[config.mk]
export PLATFORM = sky130hd
export DESIGN_NAME = mm_timer
export DESIGN_NICKNAME = d
export VERILOG_FILES = /design/src/rtl/tmr_pkg.sv /design/src/rtl/tmr_prescaler.sv /design/src/rtl/tmr_counter.sv /design/src/rtl/mm_timer.sv
export SDC_FILE = /design/constraint.sdc
export NUM_CORES = 1
export LEC_CHECK = 0
export ABC_CLOCK_PERIOD_IN_PS = 3100
export CAP_MARGIN = 20
export CORE_MARGIN = 8
export CORE_UTILIZATION = 30
export DETAILED_ROUTE_END_ITERATION = 8
export DONT_BUFFER_PORTS = 1
export PLACE_DENSITY = 0.44
export SYNTH_ARGS = -nofsm -noshare
export SYNTH_HDL_FRONTEND = slang
export SYNTH_SLANG_ARGS = --single-unit
[constraint.sdc]
create_clock -name clk_i -period 3.1 [get_ports clk_i]
set_clock_uncertainty 0.1 [all_clocks]
set_input_delay 0.775 -clock clk_i [delete_from_list [all_inputs] [get_ports clk_i]]
set_output_delay 0.775 -clock clk_i [all_outputs]
set_load 0.005 [all_outputs]
[src/rtl/tmr_pkg.sv]
package tmr_pkg;
  typedef enum logic [1:0] {
    MODE_STOP = 2'b00,
    MODE_UP   = 2'b01,
    MODE_CONT = 2'b10,
    MODE_UPDN = 2'b11
  } tmr_mode_e;
endpackage

[src/rtl/tmr_prescaler.sv]
module tmr_prescaler #(
  parameter int NUM_SRC   = 4,
  parameter int DIV_SEL_W = 2,
  localparam int SRC_SEL_W = $clog2(NUM_SRC),
  localparam int DIV_CNT_W = (2 ** DIV_SEL_W) - 1
) (
  input  logic                 clk_i,
  input  logic                 rst_ni,
  input  logic [NUM_SRC-1:0]   src_tick_i,
  input  logic [SRC_SEL_W-1:0] src_sel_i,
  input  logic [DIV_SEL_W-1:0] div_sel_i,
  input  logic                 run_i,
  input  logic                 clr_i,
  output logic                 tick_o
);
  logic                 src_tick;
  logic [DIV_CNT_W-1:0] div_q, lim;

  assign src_tick = src_tick_i[src_sel_i];
  assign lim      = DIV_CNT_W'((32'd1 << div_sel_i) - 32'd1);
  assign tick_o   = run_i && src_tick && (div_q >= lim);

  always_ff @(posedge clk_i or negedge rst_ni) begin
    if (!rst_ni)                div_q <= '0;
    else if (clr_i)             div_q <= '0;
    else if (run_i && src_tick) div_q <= (div_q >= lim) ? '0 : div_q + 1'b1;
  end

  AST_DIV_CLR: assert property (@(posedge clk_i) disable iff (!rst_ni)
    clr_i |=> (div_q == '0));
  AST_DIV_IDLE: assert property (@(posedge clk_i) disable iff (!rst_ni)
    (!clr_i && !(run_i && src_tick)) |=> $stable(div_q));
endmodule

[src/rtl/tmr_counter.sv]
module tmr_counter
  import tmr_pkg::*;
#(
  parameter int CNT_W = 16
) (
  input  logic             clk_i,
  input  logic             rst_ni,
  input  tmr_mode_e        mode_i,
  input  logic [CNT_W-1:0] period_i,
  input  logic             tick_i,
  input  logic             clr_i,
  output logic [CNT_W-1:0] count_o,
  output logic             ovf_o
);
  logic [CNT_W-1:0] cnt_q, cnt_d;
  logic             dn_q, dn_d, ovf;

  always_comb begin
    cnt_d = cnt_q;
    dn_d  = dn_q;
    ovf   = 1'b0;
    if (tick_i) begin
      unique case (mode_i)
        MODE_UP: begin
          if (cnt_q == period_i) begin
            cnt_d = '0;
            ovf   = 1'b1;
          end else begin
            cnt_d = cnt_q + 1'b1;  // wraps past all-ones when above period
          end
        end
        MODE_CONT: begin
          cnt_d = cnt_q + 1'b1;
          ovf   = &cnt_q;
        end
        MODE_UPDN: begin
          if (period_i == '0) begin
            cnt_d = '0;
            dn_d  = 1'b0;
          end else if (!dn_q) begin
            if (cnt_q >= period_i) begin
              cnt_d = cnt_q - 1'b1;
              dn_d  = 1'b1;
            end else begin
              cnt_d = cnt_q + 1'b1;
            end
          end else if (cnt_q <= CNT_W'(1)) begin
            cnt_d = '0;
            dn_d  = 1'b0;
            ovf   = (cnt_q == CNT_W'(1));
          end else begin
            cnt_d = cnt_q - 1'b1;
          end
        end
        default: ;
      endcase
    end
  end

  always_ff @(posedge clk_i or negedge rst_ni) begin
    if (!rst_ni) begin
      cnt_q <= '0;
      dn_q  <= 1'b0;
    end else if (clr_i) begin
      cnt_q <= '0;
      dn_q  <= 1'b0;
    end else begin
      cnt_q <= cnt_d;
      dn_q  <= dn_d;
    end
  end

  assign count_o = cnt_q;
  assign ovf_o   = ovf && !clr_i;

  AST_STOP_HOLD: assert property (@(posedge clk_i) disable iff (!rst_ni)
    (mode_i == MODE_STOP && !clr_i) |=> $stable(cnt_q));
  AST_UP_WRAP: assert property (@(posedge clk_i) disable iff (!rst_ni)
    (tick_i && mode_i == MODE_UP && cnt_q == period_i && !clr_i) |=> (cnt_q == '0));
  AST_CONT_WRAP: assert property (@(posedge clk_i) disable iff (!rst_ni)
    (tick_i && mode_i == MODE_CONT && (&cnt_q) && !clr_i) |=> (cnt_q == '0));
  AST_UD_TURN: assert property (@(posedge clk_i) disable iff (!rst_ni)
    (tick_i && mode_i == MODE_UPDN && !dn_q && cnt_q == period_i && period_i != '0 && !clr_i)
      |=> (cnt_q == $past(cnt_q) - 1'b1));
  AST_CLR_CNT: assert property (@(posedge clk_i) disable iff (!rst_ni)
    clr_i |=> (cnt_q == '0 && !dn_q));
endmodule

[src/rtl/mm_timer.sv]
module mm_timer
  import tmr_pkg::*;
#(
  parameter int CNT_W     = 16,
  parameter int NUM_SRC   = 4,
  parameter int DIV_SEL_W = 2,
  localparam int SRC_SEL_W = $clog2(NUM_SRC)
) (
  input  logic                 clk_i,
  input  logic                 rst_ni,
  input  logic [NUM_SRC-1:0]   src_tick_i,
  input  logic [SRC_SEL_W-1:0] src_sel_i,
  input  logic [DIV_SEL_W-1:0] div_sel_i,
  input  logic [1:0]           mode_i,
  input  logic [CNT_W-1:0]     period_i,
  input  logic                 clr_i,
  input  logic                 flag_clr_i,
  input  logic                 irq_en_i,
  output logic [CNT_W-1:0]     count_o,
  output logic                 equ0_o,
  output logic                 ovf_flag_o,
  output logic                 irq_o
);
  tmr_mode_e mode;
  logic      run, tick, ovf_evt, flag_q;

  assign mode = tmr_mode_e'(mode_i);
  assign run  = (mode != MODE_STOP);

  tmr_prescaler #(.NUM_SRC(NUM_SRC), .DIV_SEL_W(DIV_SEL_W)) u_pre (
    .clk_i, .rst_ni, .src_tick_i, .src_sel_i, .div_sel_i,
    .run_i(run), .clr_i, .tick_o(tick)
  );

  tmr_counter #(.CNT_W(CNT_W)) u_cnt (
    .clk_i, .rst_ni, .mode_i(mode), .period_i, .tick_i(tick), .clr_i,
    .count_o, .ovf_o(ovf_evt)
  );

  // set wins over clear
  always_ff @(posedge clk_i or negedge rst_ni) begin
    if (!rst_ni)         flag_q <= 1'b0;
    else if (ovf_evt)    flag_q <= 1'b1;
    else if (flag_clr_i) flag_q <= 1'b0;
  end

  assign ovf_flag_o = flag_q;
  assign irq_o      = flag_q && irq_en_i;
  assign equ0_o     = run && (count_o == period_i);

  AST_FLAG_SET: assert property (@(posedge clk_i) disable iff (!rst_ni)
    ovf_evt |=> flag_q);
  AST_FLAG_HOLD: assert property (@(posedge clk_i) disable iff (!rst_ni)
    (flag_q && !flag_clr_i) |=> flag_q);
  AST_STOP_NO_OVF: assert property (@(posedge clk_i) disable iff (!rst_ni)
    (!run) |-> !ovf_evt);
endmodule

==> reports/qor.txt, run 1 <==
STATUS
-----------------------------------------------------------------------------------
Result of the run .................................................... finished clean

LOGIC SYNTHESIS
-----------------------------------------------------------------------------------
Total of warnings raised by yosys ....................................            0
Top flip-flop cell by instance count after synthesis ................. sky130_fd_sc_hd__dfrtp_1
Gate count after technology mapping ..................................          272
Net count of the mapped netlist ......................................          326
Async S/R FF share, synth ............................................         100%
#FFs+latches synth ...................................................           21
Mapped cell area .....................................................    2190 um^2
Count of flip-flops with a built-in enable after synthesis ...........            0
Mapped Avg Cell Area .................................................    8.05 um^2
Seq/Total Area, Yosys ................................................        24.0%
Netlist cell types ...................................................           59

ROUTE
-----------------------------------------------------------------------------------
Total Routed Length ..................................................      7300 um
Drt wl/cell ..........................................................      18.4 um
DRC violation count after routing ....................................            0
Initial DRC Count ....................................................          135
Remaining antenna violation count ....................................            0
Detailed-route via count .............................................         2123
Avg Vias per Cell ....................................................         5.36
DRT Pass-1 Iters .....................................................            5

GLOBAL ROUTE
-----------------------------------------------------------------------------------
GRT overflow .........................................................            0
Initial antenna violation count ......................................            0
Via count of the first global-routing pass ...........................         2220
Largest net degree at the start of global routing ....................           22
Wire length of the first global-routing pass .........................     12100 um
All-layer global routing usage .......................................        15.2%

FINAL LAYOUT
-----------------------------------------------------------------------------------
Layout cells sized above 1 ...........................................        19.5%
N_diodes .............................................................            0
Count of placed standard cells in the final layout, fillers left out .          396
Net count of the finished layout .....................................          352
Commonest cells after routing, fill and taps aside ................... sky130_fd_sc_hd__buf_4, sky130_fd_sc_hd__inv_1, sky130_fd_sc_hd__ha_1
Signed area change from the synthesized netlist to the final layout ..        15.5%
Total non-filler cell area in the finished layout ....................    2530 um^2
Most common library cell in the layout ignoring fill and taps ........ sky130_fd_sc_hd__buf_4

DIE
-----------------------------------------------------------------------------------
I/O pin count ........................................................           50
Number of rows created at floorplan ..................................           31
Core Area ............................................................    7180 um^2
Die extent in x ......................................................       101 um
Height of the chip ...................................................       101 um
Die Footprint ........................................................   10300 um^2
Initial core utilization .............................................        30.5%

CLOCKING
-----------------------------------------------------------------------------------
CTS root buf ......................................................... sky130_fd_sc_hd__clkbuf_8
Clock sink count .....................................................           21
TritonCTS Buffers ....................................................            3
Clock transition at path regs ........................................      0.09 ns
CTS tree .............................................................          yes
Clock latency at the later pin of the worst-skew pair ................      0.27 ns
CTS HTree Levels .....................................................            1
Clock tree buffer depth ..............................................            2
Postcts setup bufs ...................................................            0
Total of cells resized after clock tree synthesis ....................            0
Hold buffer count at cts .............................................            0

STA
-----------------------------------------------------------------------------------
Final worst path period share ........................................        94.7%
Slew at the pin closest to its max-slew limit ........................     0.433 ns
Unrepaired setup endpoints after global routing ......................           no
Hold violation count in the final report .............................            0
FMAX .................................................................    0.341 GHz
Slew headroom ........................................................        70.9%
Total negative slack for setup checks ................................         0 ns
Post-layout minimum cycle time .......................................      2.94 ns
Number of pins with negative max-slew slack in the final report ......            0
Setup-failing EPs final ..............................................            0

CRITICAL PATH
-----------------------------------------------------------------------------------
Required time of the worst setup path ................................      3.16 ns
Minimum setup slack among reg-to-reg paths ...........................      0.16 ns
Depth of the most critical reg-to-reg path ...........................            7
Sequence of cells on the critical path ............................... or3_2, or3_1, o41a_1, o21ai_2, buf_4, nor2_2, a221o_1
Crit path largest cell delay .........................................      0.52 ns
Category of the worst setup path capture point .......................     register
Worst-path maximum fanout ............................................            5
Data arrival at the endpoint of the critical path ....................      3.00 ns
Slowest cell on the critical path .................................... sky130_fd_sc_hd__o41a_1
Critical path class ..................................................      reg2reg
Reg2reg end .......................................................... u_cnt.count_o[9]$_DFFE_PN0P_
Setup crit start kind ................................................     register
RR Startpoint ........................................................ u_cnt.count_o[10]$_DFFE_PN0P_

PLACEMENT
-----------------------------------------------------------------------------------
Count of buffers from port buffering .................................            0
Placed standard-cell area ............................................    2480 um^2
Placed instance count ................................................          392
GP Congestion ........................................................        0.792
Post-DP HPWL .........................................................      5940 um

PWR
-----------------------------------------------------------------------------------
Leakage power ........................................................      1.18 nW
Total power draw .....................................................     0.679 mW
Ratio of total power to cell area ....................................  268 nW/um^2
Worst-case vdd ir drop ...............................................       143 uV

RUN
-----------------------------------------------------------------------------------
Max-cap violation count ..............................................            0

HOLD PATH
-----------------------------------------------------------------------------------
Worst hold path type .................................................     in2async

cell usage after synthesis, types with 6 or more instances:
master | instances | share of area [%]
sky130_fd_sc_hd__ha_1 | 23 | 13
sky130_fd_sc_hd__a21oi_1 | 13 | 3.0
sky130_fd_sc_hd__dfrtp_1 | 21 | 24
sky130_fd_sc_hd__nand2_1 | 22 | 3.8
sky130_fd_sc_hd__o21ai_0 | 13 | 3.0
sky130_fd_sc_hd__nor3_1 | 12 | 2.7
sky130_fd_sc_hd__nand3_1 | 13 | 3.0
sky130_fd_sc_hd__or3_2 | 6 | 2.1
sky130_fd_sc_hd__inv_1 | 26 | 4.5
sky130_fd_sc_hd__mux2i_1 | 13 | 5.9
sky130_fd_sc_hd__nor2_1 | 20 | 3.4
sky130_fd_sc_hd__nor4_1 | 8 | 2.3
worst max-delay path by stage:
stage	start	to	slack [ns]	cells after the start
2_1_floorplan	period_i[14]	u_cnt.count_o[5]$_DFFE_PN0P_	0.03	11
3_3_place_gp	period_i[11]	u_cnt.count_o[9]$_DFFE_PN0P_	0.03	9
3_5_place_dp	period_i[8]	u_cnt.count_o[9]$_DFFE_PN0P_	0.02	9
4_1_cts	u_cnt.count_o[10]$_DFFE_PN0P_	u_cnt.count_o[9]$_DFFE_PN0P_	0.20	7
5_1_grt	u_cnt.count_o[14]$_DFFE_PN0P_	u_cnt.count_o[9]$_DFFE_PN0P_	0.01	10
6_report	u_cnt.count_o[10]$_DFFE_PN0P_	u_cnt.count_o[9]$_DFFE_PN0P_	0.16	7
kinds of logic (layout without fill, tap and decap cells):
group	after synthesis	in the layout	share of synthesized area, %
AND/OR/NAND/NOR	118	118	29.2
XOR/XNOR	2	2	0.800
adder cells (fa/ha/maj)	23	23	13.1
AO/OA/AOI/OAI	57	57	18.0
buffers and inverters	37	62	7.94
multiplexers	14	14	6.97
flip-flops	21	21	24.0
metrics by stage:
step	hold WS, ns	setup WS (ns)	util [%]
global placement	0.381	0.0330	34.6
CTS	0.0799	0.202	35.3
global route	0.0647	0.0139	35.3
detailed placement	0.381	0.0153	34.6
finish	0.0870	0.165	35.3
floorplan	0.379	0.0337	-
registers in the layout, summed over array words and instances, names as in the netlist:
register	flops
u_cnt.dn_q	1
u_cnt.count_o	16
u_pre.div_q	3
ovf_flag_o	1
where the power goes:
part | leakage [nW] | switching [mW] | internal [mW] | total [mW]
Combinational | 0.863 | 0.108 | 0.0808 | 0.188
Clock | 0.0255 | 0.111 | 0.0900 | 0.201
Sequential | 0.291 | 0.00801 | 0.282 | 0.290
area by class of cell:
class | instances | area, um^2
Sequential cell | 21 | 526
Clock buffer | 3 | 41.3
Multi-Input combinational cell | 214 | 1500
Inverter | 26 | 97.6
Clock inverter | 1 | 5.00
Fill cell | 758 | 4640
Tap cell | 99 | 124
Timing Repair Buffer | 32 | 240
critical path: cells and delay by family (launching register included):
| family | cells | cell delay, ns |
|---|---|---|
| buf+inv | 1 | 0.21 |
| simple gates | 3 | 0.89 |
| compound gates | 3 | 1.17 |
| flops | 1 | 0.45 |
metal layers:
layer / global-route usage (%) / vias to the layer above / routed length, um
li1: - / 1053 / -
met1: 19.7 / 997 / 3390
met2: 23.3 / 67 / 3140
met3: 5.22 / 6 / 699
met4: 3.67 / 0 / 73
met5: 0 / - / 0
(Power assumes the default switching activity.)
==> run 2: changes to the inputs <==
--- a/config.mk
+++ b/config.mk
@@ -11,7 +11,8 @@
 export CORE_UTILIZATION = 30
 export DETAILED_ROUTE_END_ITERATION = 8
 export DONT_BUFFER_PORTS = 1
-export PLACE_DENSITY = 0.44
+export GPL_TIMING_DRIVEN = 0
+export PLACE_DENSITY = 0.41
 export SYNTH_ARGS = -nofsm -noshare
 export SYNTH_HDL_FRONTEND = slang
 export SYNTH_SLANG_ARGS = --single-unit
==> reports/qor.txt, run 2 (synthesis gave the netlist of run 1 again) <==
STATUS
-----------------------------------------------------------------------------------
Result of the run .................................................... finished clean   unchanged

ROUTE
-----------------------------------------------------------------------------------
Initial DRC Count ....................................................           80   was 135
Remaining antenna violation count ....................................            0   unchanged
Detailed-route via count .............................................         2033   was 2123
Drt wl/cell ..........................................................      18.7 um   was 18.4 um
Total Routed Length ..................................................      7050 um   was 7300 um
DRT Pass-1 Iters .....................................................            4   was 5
Avg Vias per Cell ....................................................         5.39   was 5.36
DRC violation count after routing ....................................            0   unchanged

FINAL LAYOUT
-----------------------------------------------------------------------------------
Layout cells sized above 1 ...........................................        15.1%   was 19.5%
Number of flip-flops in the largest register .........................           16   unchanged
Commonest cells after routing, fill and taps aside ................... sky130_fd_sc_hd__inv_1, sky130_fd_sc_hd__ha_1, sky130_fd_sc_hd__nand2_1   was sky130_fd_sc_hd__buf_4, sky130_fd_sc_hd__inv_1, sky130_fd_sc_hd__ha_1
Area occupied by registers ...........................................     532 um^2   was 526 um^2
Total non-filler cell area in the finished layout ....................    2410 um^2   was 2530 um^2
Net count of the finished layout .....................................          333   was 352
Count of placed standard cells in the final layout, fillers left out .          377   was 396
Fill cell count ......................................................          784   was 758
Signed area change from the synthesized netlist to the final layout ..        10.1%   was 15.5%
N_diodes .............................................................            0   unchanged
Most common library cell in the layout ignoring fill and taps ........ sky130_fd_sc_hd__inv_1   was sky130_fd_sc_hd__buf_4
Area of combinational cells with multiple inputs .....................    1520 um^2   was 1500 um^2

CLOCKING
-----------------------------------------------------------------------------------
Clock sink count .....................................................           21   unchanged
CTS root buf ......................................................... sky130_fd_sc_hd__clkbuf_8   unchanged
Clock transition at path regs ........................................      0.09 ns   about the same
CTS tree .............................................................          yes   unchanged
TritonCTS Buffers ....................................................            3   unchanged
Clock tree buffer depth ..............................................            2   unchanged
Clock latency at the later pin of the worst-skew pair ................      0.27 ns   about the same
CTS HTree Levels .....................................................            1   unchanged

GLOBAL ROUTE
-----------------------------------------------------------------------------------
Via count of the first global-routing pass ...........................         2116   was 2220
Wire length of the first global-routing pass .........................     11500 um   was 12100 um
Initial antenna violation count ......................................            0   unchanged
Largest net degree at the start of global routing ....................           22   unchanged
All-layer global routing usage .......................................        14.2%   was 15.2%
GRT overflow .........................................................            0   unchanged

DIE
-----------------------------------------------------------------------------------
Die extent in x ......................................................       101 um   unchanged
Core Area ............................................................    7180 um^2   unchanged
Die Footprint ........................................................   10300 um^2   unchanged
I/O pin count ........................................................           50   unchanged
Height of the chip ...................................................       101 um   unchanged
Number of rows created at floorplan ..................................           31   unchanged
Initial core utilization .............................................        30.5%   unchanged

CRITICAL PATH
-----------------------------------------------------------------------------------
Setup crit start kind ................................................     register   unchanged
Depth of the most critical reg-to-reg path ...........................            7   unchanged
Data arrival at the endpoint of the critical path ....................      3.06 ns   was 3.00 ns
Worst-path maximum fanout ............................................           10   was 5
Required time of the worst setup path ................................      3.16 ns   about the same
Category of the worst setup path capture point .......................     register   unchanged
Critical path class ..................................................      reg2reg   unchanged

PLACEMENT
-----------------------------------------------------------------------------------
Post-DP HPWL .........................................................      5480 um   was 5940 um
Placed standard-cell area ............................................    2310 um^2   was 2480 um^2
Count of buffers from port buffering .................................            0   unchanged
Placed instance count ................................................          371   was 392
GP Congestion ........................................................        0.780   was 0.792

PWR
-----------------------------------------------------------------------------------
Leakage power ........................................................      1.06 nW   was 1.18 nW
Ratio of total power to cell area ....................................  273 nW/um^2   was 268 nW/um^2
Total power draw .....................................................     0.659 mW   was 0.679 mW
Worst-case vdd ir drop ...............................................       139 uV   was 143 uV

STA
-----------------------------------------------------------------------------------
Slew headroom ........................................................        64.1%   was 70.9%
Post-layout minimum cycle time .......................................      3.01 ns   was 2.94 ns
Final worst path period share ........................................        96.9%   was 94.7%
Slew at the pin closest to its max-slew limit ........................     0.533 ns   was 0.433 ns
Hold violation count in the final report .............................            0   unchanged
FMAX .................................................................    0.333 GHz   was 0.341 GHz
Number of pins with negative max-slew slack in the final report ......            0   unchanged
Setup-failing EPs final ..............................................            0   unchanged

HOLD PATH
-----------------------------------------------------------------------------------
Worst hold path type .................................................     in2async   unchanged

RUN
-----------------------------------------------------------------------------------
Max-cap violation count ..............................................            0   unchanged

## run 2: changes by cell type in the layout (fill, tap and decap cells not counted), sizes merged
cell	previous run	this run
clkbuf	3	8
buf	32	8
clkinv	1	0
dlygate4sd1	0	1
## run 2: path summary, 6_finish.rpt
check	slack, ns	to	from
worst max register to register	0.09	u_cnt.count_o[9]$_DFFE_PN0P_	u_cnt.count_o[4]$_DFFE_PN0P_
worst max-delay path	0.09	u_cnt.count_o[9]$_DFFE_PN0P_	u_cnt.count_o[4]$_DFFE_PN0P_
max in group asynchronous	2.73	u_cnt.count_o[9]$_DFFE_PN0P_	rst_ni
min in group clk_i	0.45	u_pre.div_q[2]$_DFFE_PN0P_	clr_i
worst min-delay path	0.09	u_cnt.count_o[2]$_DFFE_PN0P_	rst_ni
worst min register to register	0.46	u_pre.div_q[1]$_DFFE_PN0P_	u_pre.div_q[1]$_DFFE_PN0P_
## run 2: layout make-up
cell class                 count  area share (%)
buffer                        11            3.27
clock buffer                   4            1.87
inverter                      26            4.05
multi-input combinational    214            63.0
sequential                    21            22.0
tap                           99            5.13
timing repair buffer           2           0.622
## run 2: worst max-delay path: stages (launching register included)
cell and delay, ns:
sky130_fd_sc_hd__dfrtp_2 0.49, sky130_fd_sc_hd__or4_4 0.57, sky130_fd_sc_hd__or3_4 0.38, sky130_fd_sc_hd__o41a_1 0.54, sky130_fd_sc_hd__o21ai_4 0.26, sky130_fd_sc_hd__buf_6 0.18
sky130_fd_sc_hd__nor2_2 0.04, sky130_fd_sc_hd__a221o_1 0.32
## run 2: layer usage
metal	vias to the layer above	global-route usage [%]	wire (um)	part of all wire, %
li1	1010	-	-	-
met1	973	18.6	3320	47
met2	41	22.8	3170	45
met3	9	3.30	447	6.3
met4	0	4.01	112	1.6
met5	-	0	0	0
## run 2: timing repair
item,4_1_cts,5_1_grt
setup endpoints to repair,11,14
cloned,0,0
gates resized for setup,8,6
hold buffers,0,0
setup buffers,0,2
pin swaps,0,2
## run 2: metrics by stage
stage	setup WS, ns	util [%]	hold slack [ns]	TNS (ns)
detailed placement	-0.601	32.3	0.380	-5.68
global placement	-0.633	32.3	0.380	-6.12
finish	0.0949	33.6	0.0859	0
floorplan	0.0337	-	0.379	0
global route	-0.00181	33.6	0.0609	-0.00181
CTS	0.0339	33.3	0.0797	0
## run 2: power by group
group	switching [mW]	internal [mW]	total (mW)	leakage (nW)
combinational	0.0960	0.0662	0.162	0.755
clock	0.106	0.0921	0.198	0.0228
sequential	0.0167	0.282	0.299	0.283
